File: config.mk
export PLATFORM = sky130hd
export DESIGN_NAME = oam_dma_engine
export DESIGN_NICKNAME = d
export VERILOG_FILES = /design/src/rtl/oam_dma_pkg.sv /design/src/rtl/dma_sched.sv /design/src/rtl/dma_addr_gen.sv /design/src/rtl/cpu_bus_filter.sv /design/src/rtl/oam_dma_engine.sv
export SDC_FILE = /design/constraint.sdc
export NUM_CORES = 1
export LEC_CHECK = 0
export BUFFER_PORTS_ARGS = -buffer_cell sky130_fd_sc_hd__buf_2
export CAP_MARGIN = 20
export CORE_MARGIN = 2
export CORE_UTILIZATION = 47
export DETAILED_ROUTE_END_ITERATION = 12
export PLACE_DENSITY = 0.81
export RECOVER_POWER = 25
export SYNTH_ARGS = -nofsm -noshare
export SYNTH_HDL_FRONTEND = slang
export SYNTH_SLANG_ARGS = --single-unit
File: constraint.sdc
create_clock -name clk -period 2.7 [get_ports clk]
set_input_delay 0.135 -clock clk [delete_from_list [all_inputs] [get_ports clk]]
set_output_delay 0.135 -clock clk [all_outputs]
set_load 0.05 [all_outputs]
File: src/rtl/oam_dma_pkg.sv
package oam_dma_pkg;

  localparam int unsigned ADDR_W = 16;
  localparam int unsigned DATA_W = 8;

  typedef logic [ADDR_W-1:0] addr_t;
  typedef logic [DATA_W-1:0] data_t;

  // True when addr lies inside the window [lo, hi]
  function automatic logic in_window(input addr_t addr, input addr_t lo, input addr_t hi);
    return (addr >= lo) && (addr <= hi);
  endfunction

endpackage

File: src/rtl/dma_sched.sv
// Cycle-counted scheduler: start latency, byte interval, remaining count.
module dma_sched #(
  parameter int unsigned XFER_LEN    = 160,
  parameter int unsigned FIRST_DELAY = 8,
  parameter int unsigned BYTE_PERIOD = 4,
  parameter int unsigned CNT_W       = 16
) (
  input  logic             clk,
  input  logic             rst,
  input  logic             start_ok_i,
  output logic             busy_o,
  output logic [CNT_W-1:0] cnt_o,
  output logic             fire_rd_o,
  output logic             fire_wr_o
);

  localparam int unsigned REM_W = $clog2(XFER_LEN + 1);
  localparam logic [CNT_W-1:0] CNT_IDLE  = '1;
  localparam logic [CNT_W-1:0] CNT_FIRST = CNT_W'(FIRST_DELAY - 1);
  localparam logic [CNT_W-1:0] CNT_NEXT  = CNT_W'(BYTE_PERIOD - 1);
  localparam logic [REM_W-1:0] REM_FULL  = REM_W'(XFER_LEN);

  logic             busy_q;
  logic [CNT_W-1:0] cnt_q;
  logic [REM_W-1:0] rem_q;

  always_ff @(posedge clk) begin
    if (rst) begin
      busy_q <= 1'b0;
      cnt_q  <= CNT_IDLE;
      rem_q  <= '0;
    end else if (start_ok_i) begin
      busy_q <= 1'b1;
      cnt_q  <= CNT_FIRST;
      rem_q  <= REM_FULL;
    end else if (busy_q) begin
      if (cnt_q == '0) begin
        if (rem_q == REM_W'(1)) begin
          busy_q <= 1'b0;
          cnt_q  <= CNT_IDLE;
          rem_q  <= '0;
        end else begin
          cnt_q <= CNT_NEXT;
          rem_q <= rem_q - REM_W'(1);
        end
      end else begin
        cnt_q <= cnt_q - CNT_W'(1);
      end
    end
  end

  // Read one cycle ahead of the write so a synchronous source can answer.
  assign fire_rd_o = busy_q && (cnt_q == CNT_W'(1));
  assign fire_wr_o = busy_q && (cnt_q == '0);
  assign busy_o    = busy_q;
  assign cnt_o     = cnt_q;

  AST_IDLE_COUNTER_MAX: assert property (@(posedge clk) disable iff (rst)
    !busy_q |-> (cnt_q == CNT_IDLE));

  AST_REMAINING_NONZERO: assert property (@(posedge clk) disable iff (rst)
    busy_q |-> (rem_q != '0));

endmodule

File: src/rtl/dma_addr_gen.sv
// Source address and destination index counters.
module dma_addr_gen #(
  parameter int unsigned ADDR_W = 16,
  parameter int unsigned DST_W  = 8
) (
  input  logic              clk,
  input  logic              rst,
  input  logic              start_ok_i,
  input  logic [ADDR_W-1:0] base_i,
  input  logic              step_i,
  output logic [ADDR_W-1:0] src_addr_o,
  output logic [DST_W-1:0]  dst_idx_o
);

  logic [ADDR_W-1:0] src_q;
  logic [DST_W-1:0]  dst_q;

  always_ff @(posedge clk) begin
    if (rst) begin
      src_q <= '0;
      dst_q <= '0;
    end else if (start_ok_i) begin
      src_q <= base_i;
      dst_q <= '0;
    end else if (step_i) begin
      src_q <= src_q + ADDR_W'(1);
      dst_q <= dst_q + DST_W'(1);
    end
  end

  assign src_addr_o = src_q;
  assign dst_idx_o  = dst_q;

  AST_INDEX_STEPS_ONE: assert property (@(posedge clk) disable iff (rst)
    ($past(step_i) && !$past(start_ok_i) && !$past(rst)) |->
      (dst_q == $past(dst_q) + DST_W'(1)));

endmodule

File: src/rtl/cpu_bus_filter.sv
// Processor access guard: only the high RAM window passes while busy.
module cpu_bus_filter
  import oam_dma_pkg::*;
#(
  parameter addr_t WIN_LO    = 16'hFF80,
  parameter addr_t WIN_HI    = 16'hFFFE,
  parameter data_t BLOCK_VAL = 8'hFF
) (
  input  logic  busy_i,
  input  logic  cpu_re_i,
  input  logic  cpu_we_i,
  input  addr_t cpu_addr_i,
  input  data_t cpu_wdata_i,
  output data_t cpu_rdata_o,
  output logic  bus_re_o,
  output logic  bus_we_o,
  output addr_t bus_addr_o,
  output data_t bus_wdata_o,
  input  data_t bus_rdata_i
);

  logic pass;

  always_comb begin
    pass        = !busy_i || in_window(cpu_addr_i, WIN_LO, WIN_HI);
    bus_re_o    = cpu_re_i && pass;
    bus_we_o    = cpu_we_i && pass;
    bus_addr_o  = cpu_addr_i;
    bus_wdata_o = cpu_wdata_i;
    cpu_rdata_o = pass ? bus_rdata_i : BLOCK_VAL;
  end

endmodule

File: src/rtl/oam_dma_engine.sv
module oam_dma_engine
  import oam_dma_pkg::*;
#(
  parameter int unsigned XFER_LEN    = 160,
  parameter int unsigned FIRST_DELAY = 8,
  parameter int unsigned BYTE_PERIOD = 4,
  parameter int unsigned CNT_W       = 16,
  parameter int unsigned DST_W       = 8,
  parameter addr_t       MAX_BASE    = 16'hF100,
  parameter addr_t       HRAM_LO     = 16'hFF80,
  parameter addr_t       HRAM_HI     = 16'hFFFE
) (
  input  logic             clk,
  input  logic             rst,
  input  logic             start_i,
  input  logic [15:0]      start_base_i,
  output logic             src_re_o,
  output logic [15:0]      src_addr_o,
  input  logic [7:0]       src_rdata_i,
  output logic             oam_we_o,
  output logic [7:0]       oam_addr_o,
  output logic [7:0]       oam_wdata_o,
  input  logic             cpu_re_i,
  input  logic             cpu_we_i,
  input  logic [15:0]      cpu_addr_i,
  input  logic [7:0]       cpu_wdata_i,
  output logic [7:0]       cpu_rdata_o,
  output logic             bus_re_o,
  output logic             bus_we_o,
  output logic [15:0]      bus_addr_o,
  output logic [7:0]       bus_wdata_o,
  input  logic [7:0]       bus_rdata_i,
  output logic             busy_o,
  output logic [CNT_W-1:0] next_evt_o
);

  logic start_ok;
  logic fire_rd;
  logic fire_wr;
  logic busy;

  assign start_ok = start_i && (start_base_i <= MAX_BASE);

  dma_sched #(
    .XFER_LEN   (XFER_LEN),
    .FIRST_DELAY(FIRST_DELAY),
    .BYTE_PERIOD(BYTE_PERIOD),
    .CNT_W      (CNT_W)
  ) u_sched (
    .clk       (clk),
    .rst       (rst),
    .start_ok_i(start_ok),
    .busy_o    (busy),
    .cnt_o     (next_evt_o),
    .fire_rd_o (fire_rd),
    .fire_wr_o (fire_wr)
  );

  dma_addr_gen #(
    .ADDR_W(ADDR_W),
    .DST_W (DST_W)
  ) u_addr (
    .clk       (clk),
    .rst       (rst),
    .start_ok_i(start_ok),
    .base_i    (start_base_i),
    .step_i    (fire_wr),
    .src_addr_o(src_addr_o),
    .dst_idx_o (oam_addr_o)
  );

  cpu_bus_filter #(
    .WIN_LO   (HRAM_LO),
    .WIN_HI   (HRAM_HI),
    .BLOCK_VAL(8'hFF)
  ) u_filter (
    .busy_i     (busy),
    .cpu_re_i   (cpu_re_i),
    .cpu_we_i   (cpu_we_i),
    .cpu_addr_i (cpu_addr_i),
    .cpu_wdata_i(cpu_wdata_i),
    .cpu_rdata_o(cpu_rdata_o),
    .bus_re_o   (bus_re_o),
    .bus_we_o   (bus_we_o),
    .bus_addr_o (bus_addr_o),
    .bus_wdata_o(bus_wdata_o),
    .bus_rdata_i(bus_rdata_i)
  );

  assign src_re_o    = fire_rd;
  assign oam_we_o    = fire_wr;
  assign oam_wdata_o = src_rdata_i;
  assign busy_o      = busy;

  AST_BASE_RANGE: assert property (@(posedge clk) disable iff (rst)
    (start_i && (start_base_i > MAX_BASE) && !busy_o) |=> !busy_o);

  AST_START_LATENCY: assert property (@(posedge clk) disable iff (rst)
    (start_i && (start_base_i <= MAX_BASE)) |=>
      (busy_o && (next_evt_o == CNT_W'(FIRST_DELAY - 1))));

  AST_READ_BEFORE_WRITE: assert property (@(posedge clk) disable iff (rst)
    oam_we_o |-> $past(src_re_o));

  AST_END_ON_LAST: assert property (@(posedge clk) disable iff (rst)
    $fell(busy_o) |-> ($past(oam_we_o) && ($past(oam_addr_o) == DST_W'(XFER_LEN - 1))));

  AST_IDLE_QUIET: assert property (@(posedge clk) disable iff (rst)
    !busy_o |-> (!oam_we_o && !src_re_o));

endmodule

# Word-level counts from Yosys, hierarchy flattened

Cells that the tools add are included.

Add/sub/neg operators: 4
$mul: 0
Divide/modulo/power cells: 0
$lt $le $gt $ge: 3
Equality and inequality tests: 2
Shift operators: 0
Mux-type cells: 15
Bitwise operators: 0
Reduce and logical (&&, ||, !) cells: 15

Operator list:

| cell                                                                  | number |
|---|---|
| 16-bit 2-to-1 mux                                                     | 6 |
| 8-bit 2-to-1 mux                                                      | 5 |
| 16-bit less-or-equal comparator (second input constant)               | 2 |
| 16-bit by 1-bit adder with 16-bit output (second input constant)      | 1 |
| 16-bit by 1-bit == test with 1-bit output (second input constant)     | 1 |
| 16-bit >= comparator (second input constant)                          | 1 |
| 16-bit logical NOT                                                    | 1 |
| 16-bit by 1-bit subtractor with 16-bit output (second input constant) | 1 |
| 8-bit by 1-bit adder with 8-bit output (second input constant)        | 1 |
| 8-bit by 1-bit == test with 1-bit output (second input constant)      | 1 |
| 8-bit by 1-bit subtractor with 8-bit output (second input constant)   | 1 |
| 1-bit logical AND                                                     | 6 |
| 2-bit nonzero test                                                    | 3 |
| 1-bit 2-to-1 mux                                                      | 4 |
| 2-bit AND reduction                                                   | 2 |
| 2-bit OR reduction                                                    | 1 |
| 1-bit logical NOT                                                     | 1 |
| 1-bit logical OR                                                      | 1 |

Bits in registers: 49
Bits in latches: 0
Memory bits (writable): 0
Memory bits (read-only): 0
Word-level logic and storage cells: 46
Memories kept: 0

# Longest topological paths before layout

Gate-level depths: netlist of run 1.

Depth in word-level cells: 5
Depth in mapped cells: 9
Depth with buffers taken out: 8

# Modules after synthesis

Synthesis of run 1 repeated with hierarchy kept, for this count alone.

Cells, all modules: 426
Area, all modules: 3353.2 um2

By module, submodules not included:

| module         | times used | cells an instance | area an instance (um2) | sequential area each (um2) |
|---|---|---|---|---|
| dma_sched      | 1          | 193               | 1540.2                 | 500.5 |
| dma_addr_gen   | 1          | 150               | 1282.5                 | 480.5 |
| cpu_bus_filter | 1          | 67                | 414.1                  | 0.0 |
| oam_dma_engine | 1          | 16                | 116.4                  | 0.0 |

# Worst setup path before layout of run 1

Ideal clock, no wire load.

Path type: register -> register
From: reg u_sched.busy_q, in the netlist u_sched.busy_o
To: reg u_addr.src_q[1], in the netlist u_addr.src_addr_o[1]
Library setup time: 0.091 ns
Arrival time: 2.369 ns
Required time: 2.609 ns
Setup slack: 0.240 ns
Stages on the path, launching flop included: 9
Buffers on the path: 2
Period minus slack after synthesis: 2.460 ns
Cells stage by stage: dfxtp_1 > buf_2 > or4bb_1 > nor3_4 > buf_4 > nand2_4 > clkinv_2 > nand2_1 > a311oi_1

Longest elaborated chain between the ends: 2

RTL lines:

| element                             | RTL line             | source |
|---|---|---|
| from (decl)                         | dma_sched.sv:23      | `logic busy_q;` |
| from (signal assigned)              | dma_sched.sv:29      | `busy_q <= 1'b0;` |
| from (signal assigned)              | dma_sched.sv:33      | `busy_q <= 1'b1;` |
| from (signal assigned)              | dma_sched.sv:39      | `busy_q <= 1'b0;` |
| 1-bit logical AND                   | dma_sched.sv:54      | `assign fire_wr_o = busy_q && (cnt_q == '0);` |
| net oam_we_o                        | oam_dma_engine.sv:20 | `output logic oam_we_o,` |
| 2-bit nonzero test (no source line) | --                   |  |
| to (signal assigned)                | dma_addr_gen.sv:23   | `src_q <= base_i;` |
| to (signal assigned)                | dma_addr_gen.sv:26   | `src_q <= src_q + ADDR_W'(1);` |
| to (decl)                           | dma_addr_gen.sv:15   | `logic [ADDR_W-1:0] src_q;` |

The timed path passes the listed nets, and every way through them passes these cells.
A chain may end at the register's enable or synchronous reset.

# Worst setup path in the final report of run 1

From: reg u_sched.cnt_q[0], in the netlist u_sched.cnt_o[0]
To: out oam_we_o

Longest elaborated chain between the ends: 2

RTL lines:

| element                | RTL line             | source |
|---|---|---|
| from (decl)            | dma_sched.sv:24      | `logic [CNT_W-1:0] cnt_q;` |
| from (signal assigned) | dma_sched.sv:47      | `cnt_q <= cnt_q - CNT_W'(1);` |
| 16-bit logical NOT     | dma_sched.sv:54      |  |
| 1-bit logical AND      | dma_sched.sv:54      |  |
| to (decl)              | oam_dma_engine.sv:20 |  |

No other way between the ends.

==> results of run 1 <==
## registers in the layout (all words and copies together) (netlist names)
name and cells:
u_sched.busy_o 1, u_addr.dst_idx_o 8, u_addr.src_addr_o 16, u_sched.rem_q 8
u_sched.cnt_o 16
## per-layer routing
layer | part of all wire, % | vias to the layer above | track usage [%]
met5 | 0 | - | 0
li1 | - | 1497 | -
met1 | 42 | 1460 | 27.6
met3 | 5.9 | 18 | 4.52
met2 | 51 | 108 | 39.7
met4 | 1.3 | 0 | 6.78
## cell families after synthesis
group | share of synthesized area, %
AOI/OAI and AO/OA | 16.0
xor gates and xnor gates | 7.43
adders and majority gates | 2.45
buffers and inverters | 12.0
DFF | 32.0
muxes | 0.979
and+or+nand+nor | 29.3
## stage by stage
stage	hold WS [ps]	total power, uW	setup slack [ps]	instances	utilization, %
5_1_grt	36.3	1870	53.2	534	56.6
2_1_floorplan	251	1220	240	377	-
4_1_cts	37.5	1810	155	534	57.0
3_3_place_gp	270	1270	506	526	55.2
6_report	38.5	1800	144	534	56.6
3_5_place_dp	270	1280	383	526	55.2
## how the worst max path moves through the flow
stage | startpoint | endpoint | slack (ps) | cells past startpoint
2_1_floorplan | u_sched.busy_o | u_addr.src_addr_o[1] | 240 | 8
3_3_place_gp | u_sched.cnt_o[4] | u_addr.src_addr_o[15] | 510 | 6
3_5_place_dp | u_sched.cnt_o[4] | u_addr.src_addr_o[14] | 380 | 6
4_1_cts | u_sched.cnt_o[0] | oam_we_o | 150 | 8
5_1_grt | u_sched.cnt_o[0] | oam_we_o | 50 | 8
6_report | u_sched.cnt_o[0] | oam_we_o | 140 | 8
## Yosys cell counts, drive strengths merged, types with 3 or more instances
cell type and number:
dfxtp 49, buf 38, nor2 30, nand2 29
nor4 18, nor3 16, nand3 15, clkbuf 13
nand4 13, xnor2 13, xor2 13, inv 11
a21oi 10, nand2b 10, o21ai 9, a211oi 7
and3 7, a22o 6, a31oi 6, and2 6
ha 6, a21o 5, a221oi 5, a311o 4
or4 4, and4 3, mux2i 3, o31ai 3
or3 3
## where the power goes
part           total (uW)  internal (uW)  switching [uW]  leakage (uW)
registers             813            761            52.0      0.000404
clock network         543            278             265     0.0000585
logic                 448            122             326       0.00103
## final cells by class
| type | count | area share [%] |
|---|---|---|
| clock buffers | 5 | 1.93 |
| clock inverters | 3 | 1.23 |
| inverters | 12 | 1.30 |
| multi-input cells | 265 | 48.1 |
| flip-flops and latches | 49 | 27.4 |
| well taps | 77 | 2.70 |
| repair buffers | 123 | 17.3 |
==> out/results.ini, run 1 <==
[logic_synthesis]
yosysSeqAreaShare_pct = 32.0
synthesis.area_um2 = 3070
synth_seq_cells = 49
synth_cell_types = 52
synth_flop_cell = dfxtp_1
synth_edf_count = 0
synth_nets = 444
async_flop_share_pct = 0
yosys_warnings = 0
synth_top_area_share_pct = 32.0
ys_top_cells_by_area = dfxtp_1 (32%), buf_4 (8.1%), xnor2_1 (3.7%)
syn_avg_cell_area_um2 = 8.13
syn_inst = 377
synth_top_area_cell = dfxtp_1

[cts]
cts_resized = 0
cts_hold_buffers = 0
root_buffer = clkbuf_8
cts_buffers = 5
clock-sinks = 49
cts_tree = yes
clockBufferDepth = 2
path_clk_slew_ps = 100
htreeDepth = 2
clk_latency_ps = 320
post_cts_buffers = 0

[place]
gp_congestion = 0.891
hpwl_um = 6180
io_buffers = 113
place_area_um2 = 3480

[timing]
rsz0062_at_grt = no
setup_tns_ps = 0
clock_skew_ps = 11.3
max_clock_freq_mhz = 391
setup_viol = 0
slew_viol_final = 0
min_period_over_period_pct = 94.7
period_minus_slack_ps = 2560
hold_viol_final = 0
slew_headroom_pct = 60.2
worst_pin_slew_ps = 599

[route]
drt_iter0_drc = 226
firstDrtPassIters = 4
post-route-drc-count = 0
vias = 3083
ant_nets = 0
drt_wl_total_um = 8340
routedWlPerCell_um = 15.6
viasPerCell = 5.77

[die]
die_h_um = 84.8
die_area_um2 = 7190
initial_utilization_pct = 48.6
rows = 29
num_io_pins = 146
fp.dieW_um = 84.8
coreArea_um2 = 6310

[cells_and_area]
multi_input_area_um2 = 1720
num-nets-final = 523
drive_gt1_share_pct = 26.9
finalInstanceArea_um2 = 3570
ff_latch_area_um2 = 981
antennaDiodeCount = 0
area_growth_pct = 16.6
num-fill-cells = 611
layout_commonest_cell = buf_2
layout_common_cells = buf_2 (96), dfxtp_1 (49), nor2_1 (30), nand2_1 (28)

[critical_path]
cp_data_arrival_time_ps = 2420
crit_type = flop to primary output
rrSetupSlack_ps = 340
max_stage_delay_ps = 550
critical_path.cell_chain = inv_1 > ha_1 > or4bb_1 > nor3_4 > buf_4 > nand2_4 > clkinv_2 > buf_2
endpoint_kind = primary output
worst-path-buf-inv = 4
required_ps = 2570
cp_top_family = simple AND/OR/NAND/NOR gates
worstSetupStartpointType = flop
reg2reg_to = u_sched.cnt_o[9]
ff2ff_path_depth = 5
reg2reg_from = u_sched.cnt_o[4]
crit_fanout = 10
cp_slowest_cell = or4bb_1

[global_route]
grt_pass1_vias = 2890
grt-ovfl-total = 0
antenna_found_initial = 0
track_usage_pct = 22.5
grt_pass1_wl_um = 13400
grt_start_max_net_pins = 30

[power_and_ir_drop]
power.density_nw_per_um2 = 505
ir_drop_mv = 0.264
leakage_uw = 0.00149

[min_path]
min_to = u_addr.src_addr_o[7]
hp-class = primary input to flop
min_path_cells = 2
hp-start = start_base_i[7]

[run_status]
outcome = finished clean

[flow_run]
maxCapViolations = 0

Power figures use the tool's default switching activity.
==> inputs of run 2 (changes only) <==
--- a/config.mk
+++ b/config.mk
@@ -8,9 +8,9 @@
 export BUFFER_PORTS_ARGS = -buffer_cell sky130_fd_sc_hd__buf_2
 export CAP_MARGIN = 20
 export CORE_MARGIN = 2
-export CORE_UTILIZATION = 47
+export CORE_UTILIZATION = 45
 export DETAILED_ROUTE_END_ITERATION = 12
-export PLACE_DENSITY = 0.81
+export PLACE_DENSITY = 0.78
 export RECOVER_POWER = 25
 export SYNTH_ARGS = -nofsm -noshare
 export SYNTH_HDL_FRONTEND = slang
==> out/results.ini, run 2 (synthesis gave the netlist of run 1 again) <==
[run_status]
outcome = finished clean

[route]
vias = 3196
post-route-drc-count = 0
viasPerCell = 5.96
firstDrtPassIters = 5
drt_wl_total_um = 9100
drt_iter0_drc = 298
routedWlPerCell_um = 17.0
ant_nets = 0

[timing]
max_clock_freq_mhz = 397
worst_pin_slew_ps = 975
hold_ws_ps = 50.4
slew_headroom_pct = 34.8
hold_viol_final = 0
setup_tns_ps = 0
min_period_over_period_pct = 93.2
fin_ws_ps = 183
setup_viol = 0
slew_viol_final = 0
rsz0062_at_grt = no
clock_skew_ps = 12.1
period_minus_slack_ps = 2520

[power_and_ir_drop]
power.density_nw_per_um2 = 483
p_comb_share_pct = 26.8
total_power_uw = 1710
p_int_uw = 1060
ir_drop_mv = 0.171
leakage_uw = 0.00147
p_switching_uw = 647
clockPowerShare_pct = 25.7
p_seq_share_pct = 47.6
switching_share_pct = 37.8

[critical_path]
crit_fanout = 10
cp_slowest_cell = or4_1
max_stage_delay_ps = 730
endpoint_kind = primary output
cp_data_arrival_time_ps = 2380
worstSetupStartpointType = flop
required_ps = 2570
critical_path.cell_chain = or4_1 > nor3_4 > buf_4 > nand2_4 > clkinv_2 > buf_2
crit_type = flop to primary output

[global_route]
track_usage_pct = 23.8
grt_pass1_vias = 2900
grt-ovfl-total = 0
grt_start_max_net_pins = 30
grt_pass1_wl_um = 14200
antenna_found_initial = 0

[cells_and_area]
layout_commonest_cell = buf_2
area_growth_pct = 15.5
drive_gt1_share_pct = 26.5
num-nets-final = 522
num-fill-cells = 686
layout_common_cells = buf_2 (96), dfxtp_1 (49), nor2_1 (30), nand2_1 (28), clkbuf_1 (18)
finalInstanceArea_um2 = 3540
multi_input_area_um2 = 1720
ff_latch_area_um2 = 981
antennaDiodeCount = 0

[cts]
path_clk_slew_ps = 100
clock-sinks = 49
cts_hold_buffers = 0
clockBufferDepth = 2
clk_latency_ps = 310
htreeDepth = 2
cts_tree = yes
root_buffer = clkbuf_8
cts_buffers = 5
cts_resized = 0
post_cts_buffers = 0

[die]
fp.dieW_um = 86.6
num_io_pins = 146
die_h_um = 86.6
coreArea_um2 = 6680
die_area_um2 = 7490
initial_utilization_pct = 45.9
rows = 30

[min_path]
hp-class = primary input to flop

[place]
place_area_um2 = 3480
io_buffers = 113
pre_cts_slack_ps = 434
hpwl_um = 6850
gp_congestion = 0.953

[flow_run]
maxCapViolations = 0

run 2: per-stage QoR:
stage               instances  utilization [%]
finish                    536             53.0
global route              536             53.0
CTS                       536             53.3
detailed placement        528             52.1
global placement          528             52.1
floorplan                 377                -
run 2: power by group through the flow:
| stage | sequential (uW) | clock [uW] | combinational [uW] |
|---|---|---|---|
| after floorplan | 943 | 0 | 281 |
| after global placement | 827 | 0 | 452 |
| after detailed placement | 829 | 0 | 458 |
| after CTS | 812 | 438 | 459 |
| after global routing | 820 | 469 | 480 |
| final | 813 | 439 | 458 |
run 2: worst max-delay path, delay by kind of cell, from the launching register on:
family	cells	cell delay (ps)
AND/OR/NAND/NOR	3	1070
buffers and inverters	3	610
flip-flops	1	380
run 2: routing by layer:
layer	vias up	share of wire, %	track usage, %
met2	151	47	37.2
met5	-	0	0
met3	24	6.2	5.14
met4	0	1.8	7.81
li1	1511	-	-
met1	1510	45	32.6
run 2: cell type report:
type                    instances  area share (%)
clock buffers                   6            2.05
clock inverters                 2           0.283
inverters                      12            1.31
multi-input cells             265            48.6
flip-flops and latches         49            27.7
well taps                      80            2.83
repair buffers                122            17.3
run 2: path summary, 6_finish.rpt:
kind / from / endpoint / slack [ps] / depth (start not counted)
max: u_sched.cnt_o[4] / oam_we_o / 180 / 6
min reg2reg: u_sched.rem_q[7] / u_sched.rem_q[7] / 470 / 2
max reg2reg: u_sched.cnt_o[4] / u_addr.src_addr_o[14] / 400 / 6
min: start_base_i[4] / u_addr.src_addr_o[4] / 50 / 2
